===== src/rtl/e1rx_pkg.sv =====
package e1rx_pkg;

   localparam int TS_W   = 5;
   localparam int FR_W   = 4;
   localparam int BYTE_W = 8;
   localparam int REG_W  = 16;

   // control word fields
   localparam int CTL_EN       = 0;
   localparam int CTL_MODE_LO  = 1;
   localparam int CTL_OVFL_CLR = 12;

   // status word fields
   localparam int ST_EN        = 0;
   localparam int ST_ALIGN     = 1;
   localparam int ST_IN_EMPTY  = 8;
   localparam int ST_IN_FULL   = 9;
   localparam int ST_OUT_EMPTY = 10;
   localparam int ST_OUT_FULL  = 11;
   localparam int ST_OVFL      = 12;

   // descriptor word fields
   localparam int BD_CRC0  = 13;
   localparam int BD_CRC1  = 14;
   localparam int BD_VALID = 15;

   typedef enum logic [1:0] {
      MODE_RAW   = 2'd0,
      MODE_OCTET = 2'd1,
      MODE_BASIC = 2'd2,
      MODE_MULTI = 2'd3
   } rx_mode_e;

endpackage


===== src/rtl/e1rx_desc_fifo.sv =====
module e1rx_desc_fifo #(
   parameter int W     = 8,
   parameter int DEPTH = 4
) (
   input  logic         clk,
   input  logic         rst_n,
   input  logic         push,
   input  logic [W-1:0] push_data,
   input  logic         pop,
   output logic [W-1:0] head,
   output logic         empty,
   output logic         full
);
   localparam int AW = (DEPTH > 1) ? $clog2(DEPTH) : 1;
   localparam int CW = $clog2(DEPTH + 1);

   generate
      if (DEPTH < 2) begin : g_bad_depth
         $error("e1rx_desc_fifo: DEPTH must be at least 2");
      end
      if (W < 1) begin : g_bad_width
         $error("e1rx_desc_fifo: W must be positive");
      end
   endgenerate

   logic [W-1:0]  slots [DEPTH];
   logic [AW-1:0] wr_q, rd_q, wr_nxt, rd_nxt;
   logic [CW-1:0] lvl_q;
   logic          do_push, do_pop;

   assign empty   = (lvl_q == '0);
   assign full    = (lvl_q == CW'(DEPTH));
   assign do_push = push & ~full;
   assign do_pop  = pop & ~empty;
   assign head    = slots[rd_q];

   generate
      if ((DEPTH & (DEPTH - 1)) == 0) begin : g_wrap_pow2
         assign wr_nxt = wr_q + 1'b1;
         assign rd_nxt = rd_q + 1'b1;
      end else begin : g_wrap_cmp
         assign wr_nxt = (wr_q == AW'(DEPTH - 1)) ? '0 : wr_q + 1'b1;
         assign rd_nxt = (rd_q == AW'(DEPTH - 1)) ? '0 : rd_q + 1'b1;
      end
   endgenerate

   always_ff @(posedge clk) begin
      if (do_push) slots[wr_q] <= push_data;
   end

   always_ff @(posedge clk or negedge rst_n) begin
      if (!rst_n) begin
         wr_q  <= '0;
         rd_q  <= '0;
         lvl_q <= '0;
      end else begin
         if (do_push) wr_q <= wr_nxt;
         if (do_pop)  rd_q <= rd_nxt;
         lvl_q <= lvl_q + CW'(do_push) - CW'(do_pop);
      end
   end

   AST_LEVEL_BOUND: assert property (@(posedge clk) disable iff (!rst_n)
      lvl_q <= CW'(DEPTH));

   AST_FULL_DROP: assert property (@(posedge clk) disable iff (!rst_n)
      (full && push && !pop) |=> full && $stable(wr_q));

endmodule


===== src/rtl/e1rx_mf_writer.sv =====
module e1rx_mf_writer
   import e1rx_pkg::*;
#(
   parameter int MF_W = 7
) (
   input  logic                        clk,
   input  logic                        rst_n,
   input  logic                        en,
   input  rx_mode_e                    mode,
   input  logic                        in_valid,
   input  logic [BYTE_W-1:0]           in_data,
   input  logic [TS_W-1:0]             in_ts,
   input  logic [FR_W-1:0]             in_frame,
   input  logic                        in_aligned,
   input  logic [1:0]                  in_crc_ok,
   input  logic                        q_empty,
   input  logic [MF_W-1:0]             q_head,
   output logic                        q_pop,
   output logic                        done_push,
   output logic [REG_W-1:0]            done_desc,
   output logic                        ovfl_set,
   output logic                        mem_we,
   output logic [MF_W+FR_W+TS_W-1:0]   mem_addr,
   output logic [BYTE_W-1:0]           mem_data
);
   localparam int PAD_W = REG_W - 3 - MF_W;

   generate
      if (PAD_W < 0) begin : g_bad_mf
         $error("e1rx_mf_writer: MF_W too wide for the descriptor word");
      end
   endgenerate

   logic            active_q;
   logic [MF_W-1:0] mf_q;
   logic            is_first, is_last, needs_align, lost, take, opening, live;
   logic [MF_W-1:0] cur_mf;
   logic [1:0]      crc_rep;

   assign is_first    = (in_frame == '0) && (in_ts == '0);
   assign is_last     = (&in_frame) && (&in_ts);
   assign needs_align = (mode == MODE_BASIC) || (mode == MODE_MULTI);
   assign lost        = needs_align & ~in_aligned;
   assign take        = en & in_valid & ~lost;
   assign opening     = take & is_first;
   assign q_pop       = opening & ~q_empty;
   assign ovfl_set    = opening & q_empty;
   assign live        = take & (is_first ? ~q_empty : active_q);
   assign cur_mf      = is_first ? q_head : mf_q;
   assign crc_rep     = (mode == MODE_MULTI) ? in_crc_ok : 2'b00;
   assign done_push   = live & is_last;
   assign done_desc   = {1'b1, crc_rep[1], crc_rep[0], {PAD_W{1'b0}}, cur_mf};

   always_ff @(posedge clk or negedge rst_n) begin
      if (!rst_n) begin
         active_q <= 1'b0;
         mf_q     <= '0;
      end else if (!en || (in_valid && lost)) begin
         active_q <= 1'b0;
      end else if (take) begin
         if (is_first)     active_q <= ~q_empty;
         else if (is_last) active_q <= 1'b0;
         if (q_pop) mf_q <= q_head;
      end
   end

   always_ff @(posedge clk or negedge rst_n) begin
      if (!rst_n) begin
         mem_we   <= 1'b0;
         mem_addr <= '0;
         mem_data <= '0;
      end else begin
         mem_we   <= live;
         mem_addr <= {cur_mf, in_frame, in_ts};
         mem_data <= in_data;
      end
   end

   AST_ALIGN_DROP: assert property (@(posedge clk) disable iff (!rst_n)
      (en && in_valid && lost) |=> !mem_we);

   AST_DISCARD_NO_WRITE: assert property (@(posedge clk) disable iff (!rst_n)
      ovfl_set |=> !mem_we);

endmodule


===== src/rtl/e1rx_bd_engine.sv =====
module e1rx_bd_engine
   import e1rx_pkg::*;
#(
   parameter int MF_W   = 7,
   parameter int QDEPTH = 4
) (
   input  logic                      clk,
   input  logic                      rst_n,
   input  logic                      csr_wr,
   input  logic [15:0]               csr_wdata,
   output logic [15:0]               csr_rdata,
   input  logic                      bd_wr,
   input  logic [15:0]               bd_wdata,
   input  logic                      bd_rd,
   output logic [15:0]               bd_rdata,
   input  logic                      in_valid,
   input  logic [7:0]                in_data,
   input  logic [4:0]                in_ts,
   input  logic [3:0]                in_frame,
   input  logic                      in_aligned,
   input  logic [1:0]                in_crc_ok,
   output logic                      mem_we,
   output logic [MF_W+8:0]           mem_addr,
   output logic [7:0]                mem_data
);
   localparam int AW = MF_W + FR_W + TS_W;

   generate
      if (AW != MF_W + 9) begin : g_bad_geom
         $error("e1rx_bd_engine: frame/timeslot widths disagree with port width");
      end
   endgenerate

   logic            en_q, ovfl_q;
   rx_mode_e        mode_q;
   logic            in_empty, in_full, out_empty, out_full;
   logic [MF_W-1:0] in_head;
   logic [REG_W-1:0] out_head, done_desc;
   logic            in_pop, done_push, ovfl_set, ovfl_clr;
   logic            unused_bits;

   assign unused_bits = ^{bd_wdata[15:MF_W], csr_wdata[15:13], csr_wdata[11:3]};
   assign ovfl_clr    = csr_wr & csr_wdata[CTL_OVFL_CLR];

   always_ff @(posedge clk or negedge rst_n) begin
      if (!rst_n) begin
         en_q   <= 1'b0;
         mode_q <= MODE_RAW;
         ovfl_q <= 1'b0;
      end else begin
         if (csr_wr) begin
            en_q   <= csr_wdata[CTL_EN];
            mode_q <= rx_mode_e'(csr_wdata[CTL_MODE_LO +: 2]);
         end
         if (ovfl_set)      ovfl_q <= 1'b1;
         else if (ovfl_clr) ovfl_q <= 1'b0;
      end
   end

   e1rx_desc_fifo #(.W(MF_W), .DEPTH(QDEPTH)) u_free_q (
      .clk(clk), .rst_n(rst_n),
      .push(bd_wr), .push_data(bd_wdata[MF_W-1:0]),
      .pop(in_pop), .head(in_head), .empty(in_empty), .full(in_full)
   );

   e1rx_desc_fifo #(.W(REG_W), .DEPTH(QDEPTH)) u_done_q (
      .clk(clk), .rst_n(rst_n),
      .push(done_push), .push_data(done_desc),
      .pop(bd_rd), .head(out_head), .empty(out_empty), .full(out_full)
   );

   e1rx_mf_writer #(.MF_W(MF_W)) u_writer (
      .clk(clk), .rst_n(rst_n), .en(en_q), .mode(mode_q),
      .in_valid(in_valid), .in_data(in_data), .in_ts(in_ts),
      .in_frame(in_frame), .in_aligned(in_aligned), .in_crc_ok(in_crc_ok),
      .q_empty(in_empty), .q_head(in_head), .q_pop(in_pop),
      .done_push(done_push), .done_desc(done_desc), .ovfl_set(ovfl_set),
      .mem_we(mem_we), .mem_addr(mem_addr), .mem_data(mem_data)
   );

   always_comb begin
      csr_rdata               = '0;
      csr_rdata[ST_EN]        = en_q;
      csr_rdata[ST_ALIGN]     = in_aligned;
      csr_rdata[ST_IN_EMPTY]  = in_empty;
      csr_rdata[ST_IN_FULL]   = in_full;
      csr_rdata[ST_OUT_EMPTY] = out_empty;
      csr_rdata[ST_OUT_FULL]  = out_full;
      csr_rdata[ST_OVFL]      = ovfl_q;
   end

   assign bd_rdata = out_empty ? '0 : out_head;

   AST_OUT_ROOM: assert property (@(posedge clk) disable iff (!rst_n)
      done_push |-> !out_full);

   AST_OVFL_HOLD: assert property (@(posedge clk) disable iff (!rst_n)
      (ovfl_q && !ovfl_clr) |=> ovfl_q);

   AST_WRITE_NEEDS_EN: assert property (@(posedge clk) disable iff (!rst_n)
      mem_we |-> $past(en_q));

   AST_POP_HAS_ENTRY: assert property (@(posedge clk) disable iff (!rst_n)
      in_pop |-> !in_empty);

endmodule


===== config.mk =====
export PLATFORM = sky130hd
export DESIGN_NAME = e1rx_bd_engine
export DESIGN_NICKNAME = d
export VERILOG_FILES = /design/src/rtl/e1rx_pkg.sv /design/src/rtl/e1rx_desc_fifo.sv /design/src/rtl/e1rx_mf_writer.sv /design/src/rtl/e1rx_bd_engine.sv
export SDC_FILE = /design/constraint.sdc
export NUM_CORES = 1
export LEC_CHECK = 0
export BUFFER_PORTS_ARGS = -buffer_cell sky130_fd_sc_hd__clkbuf_2
export CAP_MARGIN = 20
export CORE_MARGIN = 5
export CORE_UTILIZATION = 44
export DETAILED_ROUTE_END_ITERATION = 10
export PLACE_DENSITY = 0.66
export RECOVER_POWER = 50
export SLEW_MARGIN = 20
export SYNTH_ARGS = -nofsm -noshare
export SYNTH_HDL_FRONTEND = slang
export SYNTH_HIERARCHICAL = 1
export SYNTH_SLANG_ARGS = --single-unit
export TNS_END_PERCENT = 20

===== constraint.sdc =====
create_clock -name clk -period 4.2 [get_ports clk]
set_input_delay 0.21 -clock clk [delete_from_list [all_inputs] [get_ports clk]]
set_output_delay 0.21 -clock clk [all_outputs]
set_load 0.03 [all_outputs]

# Word-level counts from Yosys, hierarchy flattened
# Memories as Yosys holds them, arrays and structs flattened.
# Cells that the tools add are included.
[word_totals]
regBits = 51
ramBits = 64
inputBits = 58
mem_count = 2
[mem_list]
columns = ["name", "words", "width", "rd", "rd_clocked_by_memory_dff", "wr", "line_no", "rtl"]
rows = [
  ["u_done_q.slots", 4, 9, 1, 0, 1, "e1rx_desc_fifo.sv:26", "logic [W-1:0] slots [DEPTH];"],
  ["u_free_q.slots", 4, 7, 1, 0, 1, "e1rx_desc_fifo.sv:26", ""],
]
[op_classes]
addsub = 8
eq_ne = 4
n_mux = 14
bitwise = 20
n_reduce_logical = 17
[op_table]
columns = ["cell", "count"]
rows = [
  ["two-way mux 16 bit", 1],
  ["AND 1 bit", 13],
  ["two-way mux 1 bit", 11],
  ["adder 2 x 1 -> 2 bit, second input constant", 4],
  ["two-way mux 7 bit", 1],
  ["inverter 1 bit", 7],
  ["adder 3 x 1 -> 3 bit", 2],
  ["equality test 3 bit, second input constant", 2],
  ["logical NOT 3 bit", 2],
  ["subtractor 3 x 1 -> 3 bit", 2],
  ["logical NOT 5 bit", 1],
  ["AND reduction 5 bit", 1],
  ["equality test 2 bit, second input constant", 2],
  ["logical NOT 4 bit", 1],
  ["AND reduction 4 bit", 1],
  ["nonzero test 2 bit", 2],
  ["logical AND 1 bit", 3],
  ["AND reduction 3 bit", 1],
  ["nonzero test 3 bit", 1],
  ["logical OR 1 bit", 2],
  ["two-way mux 2 bit", 1],
  ["AND reduction 2 bit", 1],
  ["logical NOT 1 bit", 1],
]

# Depth between registers and ports, before layout
# Gate-level depths: netlist of run 1.
[depth]
word_depth = 10
depth_mapped = 13
ltp_nobuf = 12

# Cells and area by module
# Netlist of run 1, hierarchy kept.
[modules_own_cells]
columns = ["mod", "n_inst", "cells_each", "area_each_um2", "seq_area_each_um2"]
rows = [
  ["e1rx_desc_fifo at u_done_q", 1, 125, 2822.7, 2097.0],
  ["e1rx_desc_fifo at u_free_q", 1, 78, 1478.9, 1016.0],
  ["e1rx_mf_writer", 1, 83, 1217.4, 825.8],
  ["e1rx_bd_engine", 1, 43, 380.4, 100.1],
]

# Least setup slack after synthesis of run 1
# Ideal clock, no wire load.
[synth_timing]
path_type = "input-to-reg"
start = "input in_frame[2]"
end = "register u_done_q.lvl_q[2]"
t_arrival_ps = 2652
required_time_ps = 4077
path_slack_ps = 1426
stages = 12
path_buffers = 1
path_cell_list = "nor4_1 -> nand3_1 -> clkbuf_1 -> mux2i_1 -> nor3_1 -> nand2b_1 -> ha_1 -> inv_1 -> ha_1 -> fa_1 -> xnor2_1 -> xnor2_1"
[synth_between]
elab_chain_len = 8
[synth_rtl]
columns = ["element", "line_no", "rtl"]
rows = [
  ["start: declaration", "e1rx_bd_engine.sv:19", "input logic [3:0] in_frame,"],
  ["logical NOT 4 bit", "e1rx_mf_writer.sv:40", "assign is_first = (in_frame == '0) && (in_ts == '0);"],
  ["logical AND 1 bit", "e1rx_mf_writer.sv:40", ""],
  ["two-way mux 1 bit", "e1rx_mf_writer.sv:48", "assign live = take & (is_first ? ~q_empty : active_q);"],
  ["AND 1 bit", "e1rx_mf_writer.sv:48", ""],
  ["AND 1 bit (*)", "e1rx_mf_writer.sv:51", "assign done_push = live & is_last;"],
  ["named net done_push", "e1rx_bd_engine.sv:39", "logic in_pop, done_push, ovfl_set, ovfl_clr;"],
  ["AND 1 bit (*)", "e1rx_desc_fifo.sv:33", "assign do_push = push & ~full;"],
  ["adder 3 x 1 -> 3 bit (*)", "e1rx_desc_fifo.sv:59", "lvl_q <= lvl_q + CW'(do_push) - CW'(do_pop);"],
  ["subtractor 3 x 1 -> 3 bit (*)", "e1rx_desc_fifo.sv:59", ""],
  ["end signal: assignment", "e1rx_desc_fifo.sv:59", ""],
  ["end: declaration", "e1rx_desc_fifo.sv:28", "logic [CW-1:0] lvl_q;"],
]
# Mark *: on every way through the listed nets, which the timed path passes. The rest lies on a longest branch.
# A chain may end at the register's enable or synchronous reset.

# Final worst setup path of run 1
# Same ends and word-level chain as after synthesis.

==> results.toml, run 1 <==
[setup_path]
reg2reg_from = "u_free_q/lvl_q[0]"
end_kind = "flop"
path_class = "in -> reg"
cp_max_fo = 12
crit_start = "in_frame[2]"
required_ns = 4.50
cp-start-kind = "input port"
cp.arrival_ns = 3.57

[sta]
clock_skew_ns = 0.00842
setup_violations = 0
finalCritPeriodShare_pct = 77.9
timing.fmax_ghz = 0.306
fin_tns_setup_ns = 0
slew_viol_final = 52
final-hold-violation-count = 0
rsz0062_at_grt = "no"
fin_ws_ns = 0.929
max_slew_margin_pct = -81.5
worst_pin_slew_ns = 2.72
finalCriticalPeriod_ns = 3.27

[cells_and_area]
final_common_cell = "edfxtp_1"
fillerInstances = 1094
final_cell_area_um2 = 7040
final_layout_size_suffix_gt1_share_pct = 22.2
regArea_um2 = 4040
layout.nets = 509
area_delta_synth_final_pct = 19.4
layout_common_cells = "edfxtp_1 (92), dfrtp_1 (51), clkbuf_1 (48), clkbuf_2 (39), dlygate4sd3_1 (22)"
final_cells = 626
antenna_cells = 0
multi_input_area_um2 = 1600

[cts]
postCtsResizedCells = 0
htreeDepth = 4
clock_latency_ns = 0.41
cts.sinks = 143
cts_max_path_buffers = 2
cts-root-buf = "clkbuf_16"
cts_buffers = 17
cts_tree = "built"
clk_pin_slew_ns = 0.06

[routing]
viasPerCell = 4.85
drc_errors = 0
wl_met3_um = 444
drt-pass1-iter-count = 4
ant_nets = 0
route.met2.wl_um = 5370
vias = 3034
drt_iter0_drc = 160
post_drt_wl_per_cell_um = 16.4
drt_wl_total_um = 10300
top_layer_used = "met4"
met1Wirelength_um = 4220

[place]
postPlaceCellArea_um2 = 6360
io_buffers = 84
dp_slack_ns = 1.06
hpwl_um = 6590
dp.cells = 572
gp_congestion = 0.709

[synth]
postSynthCellCount = 329
syn_avg_cell_area_um2 = 17.9
synth_area_leader_cell = "edfxtp_1"
synthTopCellsByArea = "edfxtp_1 (47%), dfrtp_1 (22%), mux4_2 (5.7%)"
synth_top_area_share_pct = 46.8
yosysSeqAreaShare_pct = 68.5
yosys_warnings = 6
synth.distinct_cells = 37
ys_ff_latch = 143
synth_area_um2 = 5900

[die]
die_h_um = 126
core_area_um2 = 13200
die_w_um = 126
start_util_pct = 44.7
rows = 42
io_pins = 115
dieArea_um2 = 15800

[pwr]
vdd_drop_max_mv = 0.281
power.density_nw_per_um2 = 570
p_leak_nw = 2.88
power_mw = 4.02

[worst_hold_path]
hold_class = "in -> reg"
hp-start = "csr_wdata[2]"

[global_route]
grt_pass1_wl_um = 16700
grt_use_total_pct = 13.9
antenna_found_initial = 0
grt_max_degree = 52
grt_overflow = 0
grt_pass1_vias = 3218

[run]
cap_violations = 1

[outcome]
violations = "max-capacitance violations, max-slew violations"
status = "finished with violations"
logic make-up after synthesis:
group	share of synthesized area [%]
xor+xnor	1.19
other cells	0.191
buf+inv	5.22
compound gates	1.38
mux	13.1
simple gates	7.19
fa+ha+maj	3.22
flops	68.5
registers in the layout, summed over array words and instances, names as in the netlist, 3 cells and up:
| register | count |
|---|---|
| u_writer/mem_addr | 16 |
| u_done_q/lvl_q | 3 |
| u_writer/mf_q | 7 |
| u_free_q/lvl_q | 3 |
| u_done_q/slots | 64 |
| u_writer/mem_data | 8 |
| u_free_q/slots | 28 |
synth_stat cells:
cell and n:
buf_6 3, nor2b_1 16, nand4_1 1, o21ai_0 1, or3_1 2, nor3b_4 2, o311ai_1 1, and3_1 3
o211ai_1 4, conb_1 3, a21o_1 1, mux4_1 8, o311ai_0 1, mux2_4 7, dfrtp_1 51, nor3_1 5
clkbuf_1 2, edfxtp_1 92, mux4_2 15, nor2_1 1, o31ai_1 2, nand3_1 4, xnor2_1 8, ha_1 12
buf_12 1, buf_2 2, nand2b_1 9, nand2_1 6, buf_4 24, nor4_1 1, mux2i_1 1, a31oi_1 1
mux2_2 10, inv_1 15, nand4bb_1 4, and3b_1 8, fa_1 2
power by group:
part | switching [mW] | internal (mW) | leakage, nW
clock network | 0.532 | 0.802 | 0.260
logic | 0.491 | 0.384 | 1.10
registers | 0.182 | 1.62 | 1.52
total | 1.21 | 2.81 | 2.88
critical path: stages:
cell	delay, ns
dlygate4sd3_1	0.54
clkbuf_1	0.12
nor4_1	0.32
nand3_1	0.12
buf_4	0.20
mux2i_1	0.13
nor3_1	0.58
nand2b_1	0.15
ha_1	0.31
inv_1	0.04
ha_1	0.18
fa_1	0.38
xnor2_1	0.14
xnor2_1	0.13
area by class of cell:
cell class / instances / share of cell area (%)
clock buffers: 19 / 6.15
clock inverters: 13 / 1.40
inverters: 15 / 0.799
multi-input cells: 152 / 22.7
flip-flops and latches: 143 / 57.3
well taps: 176 / 3.13
repair buffers: 108 / 8.45
final timing paths:
check | end | slack (ns) | cells after the start
worst min-delay path | mode_q[1] | 0.02 | 2
max in group asynchronous | u_writer/mem_addr[3] | 1.35 | 3
worst min register to register | ovfl_q | 0.48 | 1
worst max-delay path | u_done_q/lvl_q[2] | 0.93 | 14
worst max register to register | u_free_q/lvl_q[2] | 1.29 | 11
min in group asynchronous | u_free_q/wr_q[0] | 1.29 | 3
stage by stage:
step / utilization [%] / hold slack [ns]
after global routing: 53.4 / 0.0102
after detailed placement: 48.2 / 0.320
after CTS: 53.9 / 0.000557
after global placement: 48.2 / 0.319
after floorplan: - / -0.0856
final: 53.4 / 0.0249
routing by layer:
layer / global-route usage, % / vias up
li1: - / 1413
met1: 16.3 / 1545
met2: 23.2 / 60
met3: 5.08 / 16
met4: 5.62 / 0
met5: 0 / -
repair_timing:
item | 4_1_cts | 5_1_grt
buffers inserted | 0 | 0
hold buffers | 22 | 0
endpoints found under the hold margin | 81 | 0
Power figures use the tool's default switching activity.
==> run 2: changes to the inputs <==
--- a/config.mk
+++ b/config.mk
@@ -5,12 +5,13 @@
 export SDC_FILE = /design/constraint.sdc
 export NUM_CORES = 1
 export LEC_CHECK = 0
+export ABC_AREA = 1
 export BUFFER_PORTS_ARGS = -buffer_cell sky130_fd_sc_hd__clkbuf_2
 export CAP_MARGIN = 20
 export CORE_MARGIN = 5
 export CORE_UTILIZATION = 44
 export DETAILED_ROUTE_END_ITERATION = 10
-export PLACE_DENSITY = 0.66
+export PLACE_DENSITY = 0.65
 export RECOVER_POWER = 50
 export SLEW_MARGIN = 20
 export SYNTH_ARGS = -nofsm -noshare
==> constraint.sdc (replaced) <==
create_clock -name clk -period 3.1 [get_ports clk]
set_input_delay 0.155 -clock clk [delete_from_list [all_inputs] [get_ports clk]]
set_output_delay 0.155 -clock clk [all_outputs]
set_load 0.03 [all_outputs]
==> run 2 against run 1 <==
The run now ends clean; synthesized cell count up 82%; global-route usage rose by 1.2 points; combinational power increased by 82%; setup slack worse by 0.50 ns; sequential share of layout area fell by 3.8 points; non-clock buffer count grew 16; first-iteration DRC count up 46%; clock power is 44% higher; critical endpoint unchanged; largest power group unchanged.
==> results.toml, run 2 <==
[cts]
cts_tree = "built"
htreeDepth = 4
clock_latency_ns = 0.42
cts-root-buf = "clkbuf_16"
cts.sinks = 143
cts_max_path_buffers = 2
post-cts-setup-buffers = 0
cts_buffers = 17
clk_pin_slew_ns = 0.06

[sta]
setup_violations = 0
fin_tns_setup_ns = 0
finalCriticalPeriod_ns = 2.67
slew_viol_final = 0
hold_slack_ns = 0.0218
clock_skew_ns = 0.00487
max_slew_margin_pct = 12.0
final-hold-violation-count = 0
rsz0062_at_grt = "no"
timing.fmax_ghz = 0.375
fin_ws_ns = 0.431
worst_pin_slew_ns = 1.32
finalCritPeriodShare_pct = 86.1

[routing]
drc_errors = 0
drt_wl_total_um = 11500
vias = 4092
viasPerCell = 4.51
drt-pass1-iter-count = 4
drt_iter0_drc = 234
post_drt_wl_per_cell_um = 12.7
ant_nets = 0

[die]
io_pins = 115
core_area_um2 = 14000
dieArea_um2 = 16900
start_util_pct = 45.3
rows = 43
die_h_um = 130
die_w_um = 130

[pwr]
power.density_nw_per_um2 = 770
p_comb_share_pct = 27.4
internal_power_mw = 3.78
power_mw = 5.81
switching_share_pct = 35.0
power_frac_clock_pct = 33.0
p_leak_nw = 3.42
vdd_drop_max_mv = 0.469
p_switching_mw = 2.03
seqPwrFrac_pct = 39.6

[worst_hold_path]
hold_class = "in -> reg"
min_delay_path_depth = 2

[cells_and_area]
final_common_cell = "nand2_1"
layout_common_cells = "nand2_1 (136), edfxtp_1 (92), inv_1 (87), nor2_1 (73), dfrtp_1 (51)"
reg_top3 = "u_done_q/slots: 64 flops, u_free_q/slots: 28 flops, u_writer/mem_addr: 16 flops"
layout.nets = 786
largest_reg_flops = 64
fin_util_pct = 53.9
fillerInstances = 1260
antenna_cells = 0
final_layout_size_suffix_gt1_share_pct = 15.3
top_register = "u_done_q/slots"
area_delta_synth_final_pct = 19.0
final_cells = 907
final_cell_area_um2 = 7550

[setup_path]
path_cells = "nor2_1 > nand2_1 > inv_1 > inv_1 > nand3_4 > a21oi_2 > nand2_2 > ha_1 > inv_1 > ha_1 > fa_1 > nand3b_1 > nand2_1"
cp_max_fo = 17
rr_endpoint = "u_done_q/lvl_q[2]"
crit_path_frequent_cell = "inv_1"
endpoint = "u_done_q/lvl_q[2]"
required_ns = 3.45
end_kind = "flop"
reg2regPathDepth = 13
reg2reg_from = "u_free_q/lvl_q[1]"
cp-start-kind = "flop"
crit_slowest_cell = "fa_1"
cp.arrival_ns = 3.02
path_class = "reg -> reg"
crit_start = "u_free_q/lvl_q[1]"
reg2reg_setup_slack_ns = 0.43
critPathMaxStageDelay_ns = 0.38

[synth]
synthTopCellsByCount = "nand2_1 (135), edfxtp_1 (92), inv_1 (87), nor2_1 (73), dfrtp_1 (51)"
postSynthCellCount = 598
synthFlopType = "edfxtp_1"
synth-edff-count = 92
syn_avg_cell_area_um2 = 10.6
yosysMostFrequentCell = "nand2_1"
synth_area_leader_cell = "edfxtp_1"
synthTopCellsByArea = "edfxtp_1 (44%), dfrtp_1 (20%), nand2_1 (8.0%)"
yosysSeqAreaShare_pct = 63.7
synth_top_area_share_pct = 43.6
ys_ff_latch = 143
yosys_warnings = 6
synth_area_um2 = 6340
ys_async_sr_fraction_pct = 35.7
synth.distinct_cells = 29

[outcome]
status = "completed"

[place]
postPlaceCellArea_um2 = 6760
io_buffers = 84
gp_congestion = 0.704
dp.cells = 845
dp_slack_ns = 0.368
hpwl_um = 7750

[global_route]
grt_use_total_pct = 15.0
grt_max_degree = 52
antenna_found_initial = 0
grt_pass1_vias = 4181
grt_overflow = 0
grt_pass1_wl_um = 19600

[run]
cap_violations = 0
## run 2: repair_timing
item / CTS / global route
endpoints found under the hold margin: 102 / 0
hold buffers: 30 / 0
resized for setup: 0 / 0
## run 2: area by class of cell
class	instances	area (um2)	area share, %
timing repair buffer	124	732	9.70
multi-input combinational	339	1650	21.9
clock inverter	14	134	1.77
inverter	89	337	4.46
clock buffer	18	429	5.69
tap	180	225	2.98
sequential	143	4040	53.5
## run 2: cell families (layout without fill, tap and decap cells)
kind of cell | count (synthesis) | after routing | share of synthesized area (%)
and+or+nand+nor | 244 | 244 | 16.3
buffers and inverters | 129 | 245 | 10.8
DFF | 143 | 143 | 63.7
other | 3 | 16 | 0.178
AOI/OAI and AO/OA | 65 | 65 | 6.02
adders and majority gates | 14 | 14 | 3.00
## run 2: worst min path at each step
stage                    start                   end  slack, ns
finish                  csr_wr             mode_q[0]       0.02
detailed placement  in_data[4]  u_writer/mem_data[4]       0.26
global placement    in_data[1]  u_writer/mem_data[1]       0.27
global route            csr_wr             mode_q[0]       0.04
CTS                     csr_wr             mode_q[0]      0.002
floorplan                rst_n                  en_q      -0.14
## run 2: routing by layer
metal,vias up,track usage (%),wire (um)
met3,18,4.13,541
met1,1904,16.4,4660
met2,81,27.4,6060
met4,0,6.05,215
met5,-,0,0
li1,2089,-,-
## run 2: critical path, delay by kind of cell, from the launching register on
family / cells / cell delay (ns)
buffers and inverters: 3 / 0.24
AO/OA/AOI/OAI: 1 / 0.29
AND/OR/NAND/NOR: 6 / 0.84
flip-flops: 1 / 0.37
adder cells (fa/ha/maj): 3 / 0.86
## run 2: power by group through the flow
| stage | clock network (mW) | registers [mW] | logic, mW |
|---|---|---|---|
| 2_1_floorplan | 0 | 2.32 | 1.34 |
| 3_3_place_gp | 0 | 2.33 | 1.54 |
| 3_5_place_dp | 0 | 2.34 | 1.60 |
| 4_1_cts | 1.97 | 2.30 | 1.64 |
| 5_1_grt | 2.06 | 2.32 | 1.83 |
| 6_report | 1.92 | 2.30 | 1.59 |
==> run 3: changes to the inputs <==
--- a/config.mk
+++ b/config.mk
@@ -8,7 +8,7 @@
 export ABC_AREA = 1
 export BUFFER_PORTS_ARGS = -buffer_cell sky130_fd_sc_hd__clkbuf_2
 export CAP_MARGIN = 20
-export CORE_MARGIN = 5
+export CORE_MARGIN = 4
 export CORE_UTILIZATION = 44
 export DETAILED_ROUTE_END_ITERATION = 10
 export PLACE_DENSITY = 0.65
==> run 3 against run 2 <==
The flow now finishes with violations (max-capacitance violations, max-slew violations); final cell count shrank 0.22%; clock power hardly changed; clock skew up 0.0027 ns; maximum frequency shrank 1.2%; first-iteration DRC count shrank 0.85%; sequential power barely moved; non-clock buffer count decreased by 2; critical endpoint unchanged; critical path depth unchanged; flip-flop and latch count stayed put; hold slack better by 0.0076 ns; global-route usage up 0.066 points; clock-buffer cell count down 1.
==> results.toml, run 3 (synthesis gave the netlist of run 2 again) <==
[outcome]
status = "finished with violations"
violations = "max-capacitance violations, max-slew violations"

[routing]
viasPerCell = 4.45
drc_errors = 0
post_drt_wl_per_cell_um = 12.3
ant_nets = 0
vias = 4031
drt-pass1-iter-count = 4
drt_wl_total_um = 11100
drt_iter0_drc = 232

[setup_path]
required_ns = 3.46
cp-start-kind = "flop"
path_class = "reg -> reg"
cp_max_fo = 17
cp.arrival_ns = 3.06
end_kind = "flop"
reg2reg_from = "u_free_q/lvl_q[1]"
reg2reg_setup_slack_ns = 0.40
endpoint = "u_done_q/lvl_q[2]"
reg2regPathDepth = 13
crit_start = "u_free_q/lvl_q[1]"
rr_endpoint = "u_done_q/lvl_q[2]"

[sta]
setup_violations = 0
rsz0062_at_grt = "no"
finalCritPeriodShare_pct = 87.2
max_slew_margin_pct = -7.72
finalCriticalPeriod_ns = 2.70
hold_slack_ns = 0.0295
clock_skew_ns = 0.00760
fin_ws_ns = 0.397
worst_pin_slew_ns = 1.62
final-hold-violation-count = 0
timing.fmax_ghz = 0.370
slew_viol_final = 30
fin_tns_setup_ns = 0

[cells_and_area]
area_delta_synth_final_pct = 19.5
fin_util_pct = 54.2
fillerInstances = 1234
layout.nets = 784
final_cells = 905
antenna_cells = 0
multi_input_area_um2 = 1670
layout_common_cells = "nand2_1 (136), edfxtp_1 (92), inv_1 (87), nor2_1 (73), dfrtp_1 (51)"
top_register = "u_done_q/slots"
largest_reg_flops = 64
final_common_cell = "nand2_1"
final_layout_size_suffix_gt1_share_pct = 15.2
final_cell_area_um2 = 7570
reg_top3 = "u_done_q/slots: 64 flops, u_free_q/slots: 28 flops, u_writer/mem_addr: 16 flops"
regArea_um2 = 4040

[cts]
clock_latency_ns = 0.41
cts-root-buf = "clkbuf_16"
cts_buffers = 17
clk_pin_slew_ns = 0.06
cts_max_path_buffers = 2
postCtsResizedCells = 0
htreeDepth = 4
cts.sinks = 143
cts_tree = "built"

[global_route]
antenna_found_initial = 0
grt_use_total_pct = 15.1
grt_overflow = 0
grt_pass1_wl_um = 19400
grt_pass1_vias = 4101
grt_max_degree = 52

[die]
start_util_pct = 45.3
die_w_um = 128
rows = 43
io_pins = 115
core_area_um2 = 14000
dieArea_um2 = 16400
die_h_um = 128

[pwr]
power.density_nw_per_um2 = 776
vdd_drop_max_mv = 0.384
p_leak_nw = 3.42
power_mw = 5.88

[worst_hold_path]
hold_class = "in -> reg"

[place]
postPlaceCellArea_um2 = 6740
hpwl_um = 7330
gp_congestion = 0.731
dp_slack_ns = 0.414
io_buffers = 84
dp.cells = 842

[run]
cap_violations = 1
[run 3: changes by cell type in the layout (fill, tap and decap cells not counted), sizes merged]
cell and delta:
buf -3, clkinv -3, clkinvlp +1, inv +3
[run 3: layout make-up]
type                       instances  share of cell area (%)
tap                              180                    2.97
sequential                       143                    53.3
multi-input combinational        339                    22.0
timing repair buffer             122                    9.68
inverter                          89                    4.44
clock inverter                    15                    1.98
clock buffer                      17                    5.62
[run 3: worst min-delay path by stage]
stage,slack [ns],start,cells after the start,to
4_1_cts,0.004,csr_wr,2,mode_q[0]
6_report,0.03,csr_wr,2,mode_q[0]
3_3_place_gp,0.26,rst_n,1,u_free_q/wr_q[1]
2_1_floorplan,-0.14,rst_n,0,en_q
5_1_grt,0.02,bd_rd,3,u_done_q/rd_q[0]
3_5_place_dp,0.27,rst_n,1,u_writer/mf_q[4]
[run 3: report_power, final]
part | switching, mW | total [mW] | internal (mW)
clock | 0.820 | 1.95 | 1.13
combinational | 1.17 | 1.66 | 0.485
sequential | 0.0736 | 2.27 | 2.20
total | 2.07 | 5.88 | 3.81
[run 3: layer usage]
layer | track usage [%] | vias to the layer above | share of wire, %
met1 | 17.5 | 1855 | 42
met4 | 4.87 | 0 | 0.96
met5 | 0 | - | 0
met2 | 26.4 | 77 | 53
li1 | - | 2090 | -
met3 | 4.83 | 9 | 4.5
[run 3: timing repair]
action                                 CTS  global route
endpoints found under the hold margin   78             0
hold buffers                            30             0
buffers inserted                         0             0
[run 3: critical path, stage by stage (launching register included)]
cell      delay, ns
dfrtp_1        0.37
nor2_1         0.07
nand2_1        0.14
inv_1          0.07
inv_1          0.18
nand3_4        0.25
a21oi_2        0.29
nand2_2        0.14
ha_1           0.30
inv_1          0.04
ha_1           0.18
fa_1           0.38
nand3b_1       0.16
nand2_1        0.07
